**src/rtl/warp_seq_pkg.sv**
```systemverilog
package warp_seq_pkg;
  localparam int unsigned DEF_LANES     = 8;
  localparam int unsigned DEF_WARP_SIZE = 32;
  localparam int unsigned DEF_MAX_WARPS = 16;
  localparam int unsigned DEF_INSTR_W   = 8;

  typedef enum logic {
    ST_IDLE = 1'b0,
    ST_RUN  = 1'b1
  } seq_state_e;
endpackage

```
**src/rtl/wis_ctrl.sv**
```systemverilog
module wis_ctrl #(
  parameter int unsigned THR_W       = 10,
  parameter int unsigned WARP_W      = 4,
  parameter int unsigned INSTR_W     = 8,
  parameter int unsigned WARP_SHIFT  = 5,
  parameter int unsigned MAX_THREADS = 512
) (
  input  logic               clk_i,
  input  logic               rst_ni,
  input  logic               start_i,
  input  logic [THR_W-1:0]   thread_cnt_i,
  input  logic [INSTR_W-1:0] instr_cnt_i,
  input  logic               fire_i,
  input  logic               last_i,
  output logic               launch_o,
  output logic               busy_o,
  output logic               done_o,
  output logic [THR_W-1:0]   thr_q_o,
  output logic [WARP_W-1:0]  last_warp_o,
  output logic [INSTR_W-1:0] last_instr_o
);
  import warp_seq_pkg::*;

  seq_state_e        state_q;
  logic [THR_W-1:0]  thr_eff;
  logic [THR_W-1:0]  thr_m1;

  // clamp to the resident limit
  assign thr_eff  = (thread_cnt_i > THR_W'(MAX_THREADS)) ? THR_W'(MAX_THREADS) : thread_cnt_i;
  assign thr_m1   = thr_eff - THR_W'(1);
  assign launch_o = (state_q == ST_IDLE) && start_i &&
                    (thread_cnt_i != '0) && (instr_cnt_i != '0);
  assign busy_o   = (state_q == ST_RUN);

  always_ff @(posedge clk_i or negedge rst_ni) begin
    if (!rst_ni) begin
      state_q      <= ST_IDLE;
      done_o       <= 1'b0;
      thr_q_o      <= '0;
      last_warp_o  <= '0;
      last_instr_o <= '0;
    end else begin
      done_o <= 1'b0;
      if (launch_o) begin
        state_q      <= ST_RUN;
        thr_q_o      <= thr_eff;
        last_warp_o  <= WARP_W'(thr_m1 >> WARP_SHIFT);
        last_instr_o <= instr_cnt_i - INSTR_W'(1);
      end else if (busy_o && fire_i && last_i) begin
        state_q <= ST_IDLE;
        done_o  <= 1'b1;
      end
    end
  end
endmodule

```
**src/rtl/wis_cursor.sv**
```systemverilog
module wis_cursor #(
  parameter int unsigned GROUPS  = 4,
  parameter int unsigned GRP_W   = 2,
  parameter int unsigned WARP_W  = 4,
  parameter int unsigned INSTR_W = 8
) (
  input  logic               clk_i,
  input  logic               rst_ni,
  input  logic               clr_i,
  input  logic               adv_i,
  input  logic [WARP_W-1:0]  last_warp_i,
  input  logic [INSTR_W-1:0] last_instr_i,
  output logic [GRP_W-1:0]   group_o,
  output logic [WARP_W-1:0]  warp_o,
  output logic [INSTR_W-1:0] instr_o,
  output logic               last_o
);
  logic grp_wrap, warp_wrap, instr_wrap;

  assign grp_wrap   = (group_o == GRP_W'(GROUPS - 1));
  assign warp_wrap  = (warp_o == last_warp_i);
  assign instr_wrap = (instr_o == last_instr_i);
  assign last_o     = grp_wrap && warp_wrap && instr_wrap;

  always_ff @(posedge clk_i or negedge rst_ni) begin
    if (!rst_ni) begin
      group_o <= '0;
      warp_o  <= '0;
      instr_o <= '0;
    end else if (clr_i) begin
      group_o <= '0;
      warp_o  <= '0;
      instr_o <= '0;
    end else if (adv_i) begin
      if (!grp_wrap) begin
        group_o <= group_o + GRP_W'(1);
      end else begin
        group_o <= '0;
        if (!warp_wrap) begin
          warp_o <= warp_o + WARP_W'(1);
        end else begin
          warp_o  <= '0;
          instr_o <= instr_o + INSTR_W'(1);
        end
      end
    end
  end
endmodule

```
**src/rtl/wis_mask.sv**
```systemverilog
module wis_mask #(
  parameter int unsigned LANES     = 8,
  parameter int unsigned WARP_SIZE = 32,
  parameter int unsigned THR_W     = 10,
  parameter int unsigned WARP_W    = 4,
  parameter int unsigned GRP_W     = 2
) (
  input  logic [WARP_W-1:0] warp_i,
  input  logic [GRP_W-1:0]  group_i,
  input  logic [THR_W-1:0]  thr_i,
  output logic [LANES-1:0]  mask_o
);
  localparam int unsigned IDX_W = THR_W + 2;

  logic [IDX_W-1:0] base;
  assign base = IDX_W'(warp_i) * IDX_W'(WARP_SIZE) + IDX_W'(group_i) * IDX_W'(LANES);

  for (genvar i = 0; i < LANES; i++) begin : g_lane
    assign mask_o[i] = (base + IDX_W'(i)) < IDX_W'(thr_i);
  end
endmodule

```
**src/rtl/warp_issue_seq.sv**
```systemverilog
module warp_issue_seq
  import warp_seq_pkg::*;
#(
  parameter int unsigned LANES     = DEF_LANES,
  parameter int unsigned WARP_SIZE = DEF_WARP_SIZE,
  parameter int unsigned MAX_WARPS = DEF_MAX_WARPS,
  parameter int unsigned INSTR_W   = DEF_INSTR_W,
  localparam int unsigned GROUPS      = WARP_SIZE / LANES,
  localparam int unsigned GRP_W       = $clog2(GROUPS),
  localparam int unsigned WARP_W      = $clog2(MAX_WARPS),
  localparam int unsigned MAX_THREADS = MAX_WARPS * WARP_SIZE,
  localparam int unsigned THR_W       = $clog2(MAX_THREADS + 1),
  localparam int unsigned WARP_SHIFT  = $clog2(WARP_SIZE)
) (
  input  logic               clk_i,
  input  logic               rst_ni,
  input  logic               start_i,
  input  logic [THR_W-1:0]   thread_cnt_i,
  input  logic [INSTR_W-1:0] instr_cnt_i,
  input  logic               ready_i,
  output logic               valid_o,
  output logic [WARP_W-1:0]  warp_o,
  output logic [GRP_W-1:0]   group_o,
  output logic               half_o,
  output logic [INSTR_W-1:0] instr_o,
  output logic [LANES-1:0]   mask_o,
  output logic               busy_o,
  output logic               done_o
);
  logic               launch, fire, last;
  logic [THR_W-1:0]   thr_q;
  logic [WARP_W-1:0]  last_warp;
  logic [INSTR_W-1:0] last_instr;

  assign valid_o = busy_o;
  assign fire    = valid_o && ready_i;
  assign half_o  = group_o[GRP_W-1];

  wis_ctrl #(
    .THR_W(THR_W), .WARP_W(WARP_W), .INSTR_W(INSTR_W),
    .WARP_SHIFT(WARP_SHIFT), .MAX_THREADS(MAX_THREADS)
  ) u_ctrl (
    .clk_i, .rst_ni, .start_i, .thread_cnt_i, .instr_cnt_i,
    .fire_i(fire), .last_i(last), .launch_o(launch),
    .busy_o, .done_o, .thr_q_o(thr_q),
    .last_warp_o(last_warp), .last_instr_o(last_instr)
  );

  wis_cursor #(
    .GROUPS(GROUPS), .GRP_W(GRP_W), .WARP_W(WARP_W), .INSTR_W(INSTR_W)
  ) u_cursor (
    .clk_i, .rst_ni, .clr_i(launch), .adv_i(fire),
    .last_warp_i(last_warp), .last_instr_i(last_instr),
    .group_o, .warp_o, .instr_o, .last_o(last)
  );

  wis_mask #(
    .LANES(LANES), .WARP_SIZE(WARP_SIZE), .THR_W(THR_W),
    .WARP_W(WARP_W), .GRP_W(GRP_W)
  ) u_mask (
    .warp_i(warp_o), .group_i(group_o), .thr_i(thr_q), .mask_o
  );
endmodule

```
**config.mk**
```make
export PLATFORM = sky130hd
export DESIGN_NAME = warp_issue_seq
export DESIGN_NICKNAME = d
export VERILOG_FILES = /design/src/rtl/warp_seq_pkg.sv /design/src/rtl/wis_ctrl.sv /design/src/rtl/wis_cursor.sv /design/src/rtl/wis_mask.sv /design/src/rtl/warp_issue_seq.sv
export SDC_FILE = /design/constraint.sdc
export NUM_CORES = 1
export LEC_CHECK = 0
export ABC_AREA = 1
export BUFFER_PORTS_ARGS = -buffer_cell sky130_fd_sc_hd__buf_2
export CORE_ASPECT_RATIO = 0.9
export CORE_UTILIZATION = 58
export CTS_BUF_LIST = sky130_fd_sc_hd__clkbuf_4 sky130_fd_sc_hd__clkbuf_8
export CTS_CLUSTER_SIZE = 16
export DETAILED_ROUTE_END_ITERATION = 16
export GPL_TIMING_DRIVEN = 0
export PLACE_DENSITY = 0.83
export SYNTH_ARGS = -nofsm -noshare
export SYNTH_HDL_FRONTEND = slang
export SYNTH_HIERARCHICAL = 1
export SYNTH_SLANG_ARGS = --single-unit
```
**constraint.sdc**
```tcl
create_clock -name clk_i -period 2.1 [get_ports clk_i]
set_input_delay 0.105 -clock clk_i [delete_from_list [all_inputs] [get_ports clk_i]]
set_output_delay 0.105 -clock clk_i [all_outputs]
set_load 0.03 [all_outputs]
```
# Word-level counts from Yosys, hierarchy flattened
# Index checks and enable logic that the tools add are counted.
totals:
  register_bits: 38
  in_bits: 22
  output_inout_bits: 26
  wordCells: 66
op_classes:
  n_addsub: 13
  magnitude_cmp: 9
  n_eq_ne: 3
  muxes: 16
  n_bitwise: 1
  n_reduce_logical: 16
op_table:
  columns: ["cell", "count"]
  rows:
  - ["$lt A12 B10 Y1", 8]
  - ["$add A12 B3 Y12 const B", 4]
  - ["$mux W8", 4]
  - ["$add A12 B2 Y12 const B", 2]
  - ["$mux W4", 4]
  - ["$add A12 B1 Y12 const B", 1]
  - ["$add A9 B5 Y10", 1]
  - ["$gt A10 B10 Y1 const B", 1]
  - ["$mux W10", 1]
  - ["$reduce_bool A10 Y1", 1]
  - ["$sub A9 B1 Y9 const B", 1]
  - ["$add A8 B1 Y8 const B", 1]
  - ["$eq A8 B8 Y1", 1]
  - ["$logic_and A1 B1 Y1", 8]
  - ["$reduce_bool A2 Y1", 4]
  - ["$reduce_bool A8 Y1", 1]
  - ["$sub A8 B1 Y8 const B", 1]
  - ["$mux W2", 3]
  - ["$add A4 B1 Y4 const B", 1]
  - ["$eq A4 B4 Y1", 1]
  - ["$mux W1", 4]
  - ["$reduce_and A3 Y1", 1]
  - ["$add A2 B1 Y2 const B", 1]
  - ["$eq A2 B2 Y1 const B", 1]
  - ["other kinds (2)", 2]

# Longest topological paths before layout
depth:
  depth_word: 6
  depth_mapped: 13
  mapped_depth_nobuf: 13

# Hierarchy
# The synthesis kept the hierarchy.
by_module_without_submodules:
  columns: ["mod", "instances", "cells_per_inst", "area_each_um2", "seq_area_each_um2"]
  rows:
  - ["wis_ctrl", 1, 152, 1232.4, 600.6]
  - ["wis_cursor", 1, 148, 992.2, 350.3]
  - ["wis_mask", 1, 75, 359.1, 0.0]
  - ["warp_issue_seq", 1, 4, 22.5, 0.0]

# Worst setup path before layout
# OpenSTA, ideal clock, no wires.
synth_timing:
  path_kind: "reg2out"
  start: "register u_cursor.warp_o[3]"
  end: "output mask_o[0]"
  arrival_time_ps: 1629
  t_required_ps: 1995
  setup_slack_ps: 366
  stages_incl_launch_ff: 7
  cell_sequence: "dfrtp_1 -> ha_1 -> inv_1 -> nor2_1 -> a21oi_2 -> nand2_2 -> nor2_1"
synth_between:
  elab_chain_cells: 2
synth_lines:
  columns: ["element", "line_no", "rtl"]
  rows:
  - ["start, declared", "wis_cursor.sv:14", "output logic [WARP_W-1:0] warp_o,"]
  - ["start signal, assigned", "wis_cursor.sv:40", "warp_o <= warp_o + WARP_W'(1);"]
  - ["$add A9 B5 Y10", "wis_mask.sv:16", "assign base = IDX_W'(warp_i) * IDX_W'(WARP_SIZE) + IDX_W'(group_i) * IDX_W'(LANES);"]
  - ["$lt A12 B10 Y1", "wis_mask.sv:19", "assign mask_o[i] = (base + IDX_W'(i)) < IDX_W'(thr_i);"]
  - ["end, declared", "warp_issue_seq.sv:26", "output logic [LANES-1:0] mask_o,"]
# No other way between the ends.

# Worst setup path in the final report
layout_timing:
  start: "register u_cursor.warp_o[2]"
  end: "output mask_o[1]"
layout_between:
  elab_chain_cells: 3
layout_lines:
  columns: ["element", "line_no"]
  rows:
  - ["$add A9 B5 Y10", "wis_mask.sv:16"]
  - ["$add A12 B1 Y12", "wis_mask.sv:19"]
  - ["$lt A12 B10 Y1", "wis_mask.sv:19"]
# No other way between the ends.

==> results.json <==
{
  "ant_nets": 0,
  "synth-seq-cells": 38,
  "clkLatencyLatePin_ns": 0.29,
  "start_kind": "flop",
  "drt_iter0_drc": 172,
  "rsz0062_at_grt": "false",
  "tightest_slew_ns": 0.817,
  "maxCapViolCount": 0,
  "r2r_slack_ns": 0.37,
  "die_h_microns": 65.6,
  "post-route-min-period_ns": 1.88,
  "cts_buffer_depth": 2,
  "final_critical_path_setup_slack_ns": 0.217,
  "met1_usage_pct": 36.9,
  "met3_usage_pct": 3.22,
  "post-place-ws_ns": 0.206,
  "drt_wl_total_mm": 5.44,
  "drc": 0,
  "coreArea_sq_mm": 0.00418,
  "critical_path.endpoint": "mask_o[1]",
  "met2_usage_pct": 38.3,
  "p_per_area_mw_per_mm2": 1450,
  "tritoncts": "done",
  "fin_setup_tns_ns": 0,
  "grt_pass1_wl_mm": 9.25,
  "cp_common_cell": "nand2_1",
  "firstDrtPassIters": 4,
  "ir_drop_v": 0.00110,
  "path_cells": "ha_1, nand2_1, nand2_1, a21oi_2, nand2_2, nor2_1, buf_2",
  "numClockSinks": 38,
  "synth_cells": 379,
  "layout-drive-gt1-share_pct": 18.4,
  "final_cells": 495,
  "rr_worst_depth": 8,
  "crit_required_ns": 2.00,
  "antenna_found_initial": 0,
  "syn2layout_area_growth_pct": 16.5,
  "pin_count": 48,
  "insertedDiodeCount": 0,
  "grt_start_max_net_pins": 39,
  "yosysMostFrequentCell": "nand2_1",
  "reg2reg_to": "u_cursor/instr_o[1]",
  "syn_area_sq_mm": 0.00261,
  "synth_commonest_cells": "nand2_1, nor2_1, inv_1",
  "die_w_microns": 72.7,
  "ys_types": 30,
  "whs_ns": 0.0243,
  "relSlewSlack_pct": 45.5,
  "max_clock_freq_mhz": 531,
  "power_leakage_uw": 0.00166,
  "netlist_top_cells_area": "dfrtp_1, nand2_1, nor2_1, inv_1, ha_1",
  "fin_nets": 467,
  "wl_per_cell_microns": 11.0,
  "synth-edff-count": 0,
  "path_class": "flop to output pin",
  "setup_viol": 0,
  "arrival_ns": 1.78,
  "dp.cells": 486,
  "run_status": "finished clean",
  "vias_per_cell": 5.04,
  "rows": 22,
  "portBuffers": 47,
  "cp_slowest_stage_delay_ns": 0.45,
  "hp-class": "primary input to flop",
  "crit_path_max_fanout": 7,
  "yosys.area.top_type": "dfrtp_1",
  "synth_ff_type": "dfrtp_1",
  "dp_hpwl_mm": 4.16,
  "cts_made_buffers": 5,
  "htreeDepth": 2,
  "async_flop_share_pct": 100,
  "final_core_util_pct": 72.5,
  "grt_pass1_vias": 2104,
  "startpoint": "u_cursor/warp_o[2]",
  "finalCritPeriodShare_pct": 89.7,
  "grt_overflow_total": 0,
  "yosys_warnings": 6,
  "yosysTopAreaCellShare_pct": 36.5,
  "clockRootBuffer": "clkbuf_8",
  "gp_congestion": 0.867,
  "via_count": 2496,
  "cts_resized": 0,
  "clk_pin_slew_worst_paths_ns": 0.07,
  "seq_area_frac_synth_pct": 36.5,
  "cp_slowest_cell": "dfrtp_1",
  "maxSlewViolCount": 0,
  "synth_nets": 412,
  "avgSynthCellArea_sq_um": 6.88,
  "grtUsageTotal_pct": 25.1,
  "start_util_pct": 62.3,
  "cp-end-kind": "output pin",
  "final_hold_viol_count": 0,
  "timing.rr.start": "u_ctrl/busy_o",
  "busiest_layer": "met2",
  "finalClockSkew_ns": 0.00618,
  "die_area_sq_mm": 0.00477
}
-- worst max-delay path, delay by kind of cell (launching register included) --
kind | cells | cell delay [ns]
compound gates | 1 | 0.13
fa+ha+maj | 1 | 0.36
buf+inv | 1 | 0.20
flops | 1 | 0.45
simple gates | 4 | 0.35
-- metal layers --
layer / wire length [microns] / share of wire (%)
met5: 0 / 0
met4: 59 / 1.1
met3: 271 / 5.0
met1: 2790 / 51
met2: 2310 / 43
-- logic make-up after synthesis --
kind of cell	count (synthesis)	share of synthesized area [%]
simple gates	219	35.9
buf+inv	58	9.60
compound gates	45	10.0
flops	38	36.5
fa+ha+maj	11	5.28
xor+xnor	8	2.69
-- power by group --
group	internal, uW	total, uW	switching [uW]
Clock	349	604	254
Sequential	998	1280	286
Combinational	820	2510	1690
-- state kept, by name, indices dropped and copies added (netlist names) --
signal               flops
u_ctrl/done_o            1
u_ctrl/thr_q_o          10
u_ctrl/busy_o            1
u_cursor/instr_o         8
u_cursor/group_o         2
u_ctrl/last_warp_o       4
u_cursor/warp_o          4
u_ctrl/last_instr_o      8
-- layout make-up --
| type | instances | area, sq um |
|---|---|---|
| Sequential cell | 38 | 951 |
| Buffer | 7 | 58.8 |
| Fill cell | 367 | 1150 |
| Tap cell | 60 | 75.1 |
| Multi-Input combinational cell | 283 | 1410 |
| Clock inverter | 3 | 40.0 |
| Clock buffer | 5 | 68.8 |
| Inverter | 51 | 191 |
| Timing Repair Buffer | 48 | 245 |
-- placed cells by master (no fill, tap or decap), types with 3 or more instances in the layout --
cell type | netlist | layout
a21oi_1 | 8 | 8
buf_2 | 2 | 49
buf_6 | 3 | 3
clkbuf_8 | 0 | 5
dfrtp_1 | 38 | 38
ha_1 | 11 | 11
inv_1 | 47 | 47
inv_2 | 4 | 4
nand2_1 | 124 | 124
nand2_2 | 4 | 4
nand3_1 | 17 | 17
nand4_1 | 8 | 8
nor2_1 | 55 | 55
o21ai_0 | 27 | 27
o22ai_1 | 3 | 3
xnor2_1 | 4 | 4
xor2_1 | 4 | 4
-- how the worst min path moves through the flow --
stage	start	endpoint	slack (ns)	depth (start not counted)
after floorplan	rst_ni	u_ctrl/busy_o	-0.19	0
after global placement	rst_ni	u_cursor/group_o[0]	0.24	1
after detailed placement	rst_ni	u_cursor/group_o[0]	0.24	1
after CTS	instr_cnt_i[0]	u_ctrl/last_instr_o[0]	0.02	2
after global routing	instr_cnt_i[0]	u_ctrl/last_instr_o[0]	0.03	2
final	instr_cnt_i[0]	u_ctrl/last_instr_o[0]	0.02	2
-- timing repair --
action,4_1_cts,5_1_grt
hold endpoints to repair,38,0
setup buffers,0,0
hold buffers,1,0
setup endpoints to repair,0,0
-- stage by stage --
step                cell area [sq um]  total power [uW]
global placement                 2920              3730
floorplan                        2610              3150
detailed placement               2920              3790
finish                           3040              4400
global route                     3040              4770
CTS                              3040              4400
No activity file was read; power rests on OpenSTA's default activity.
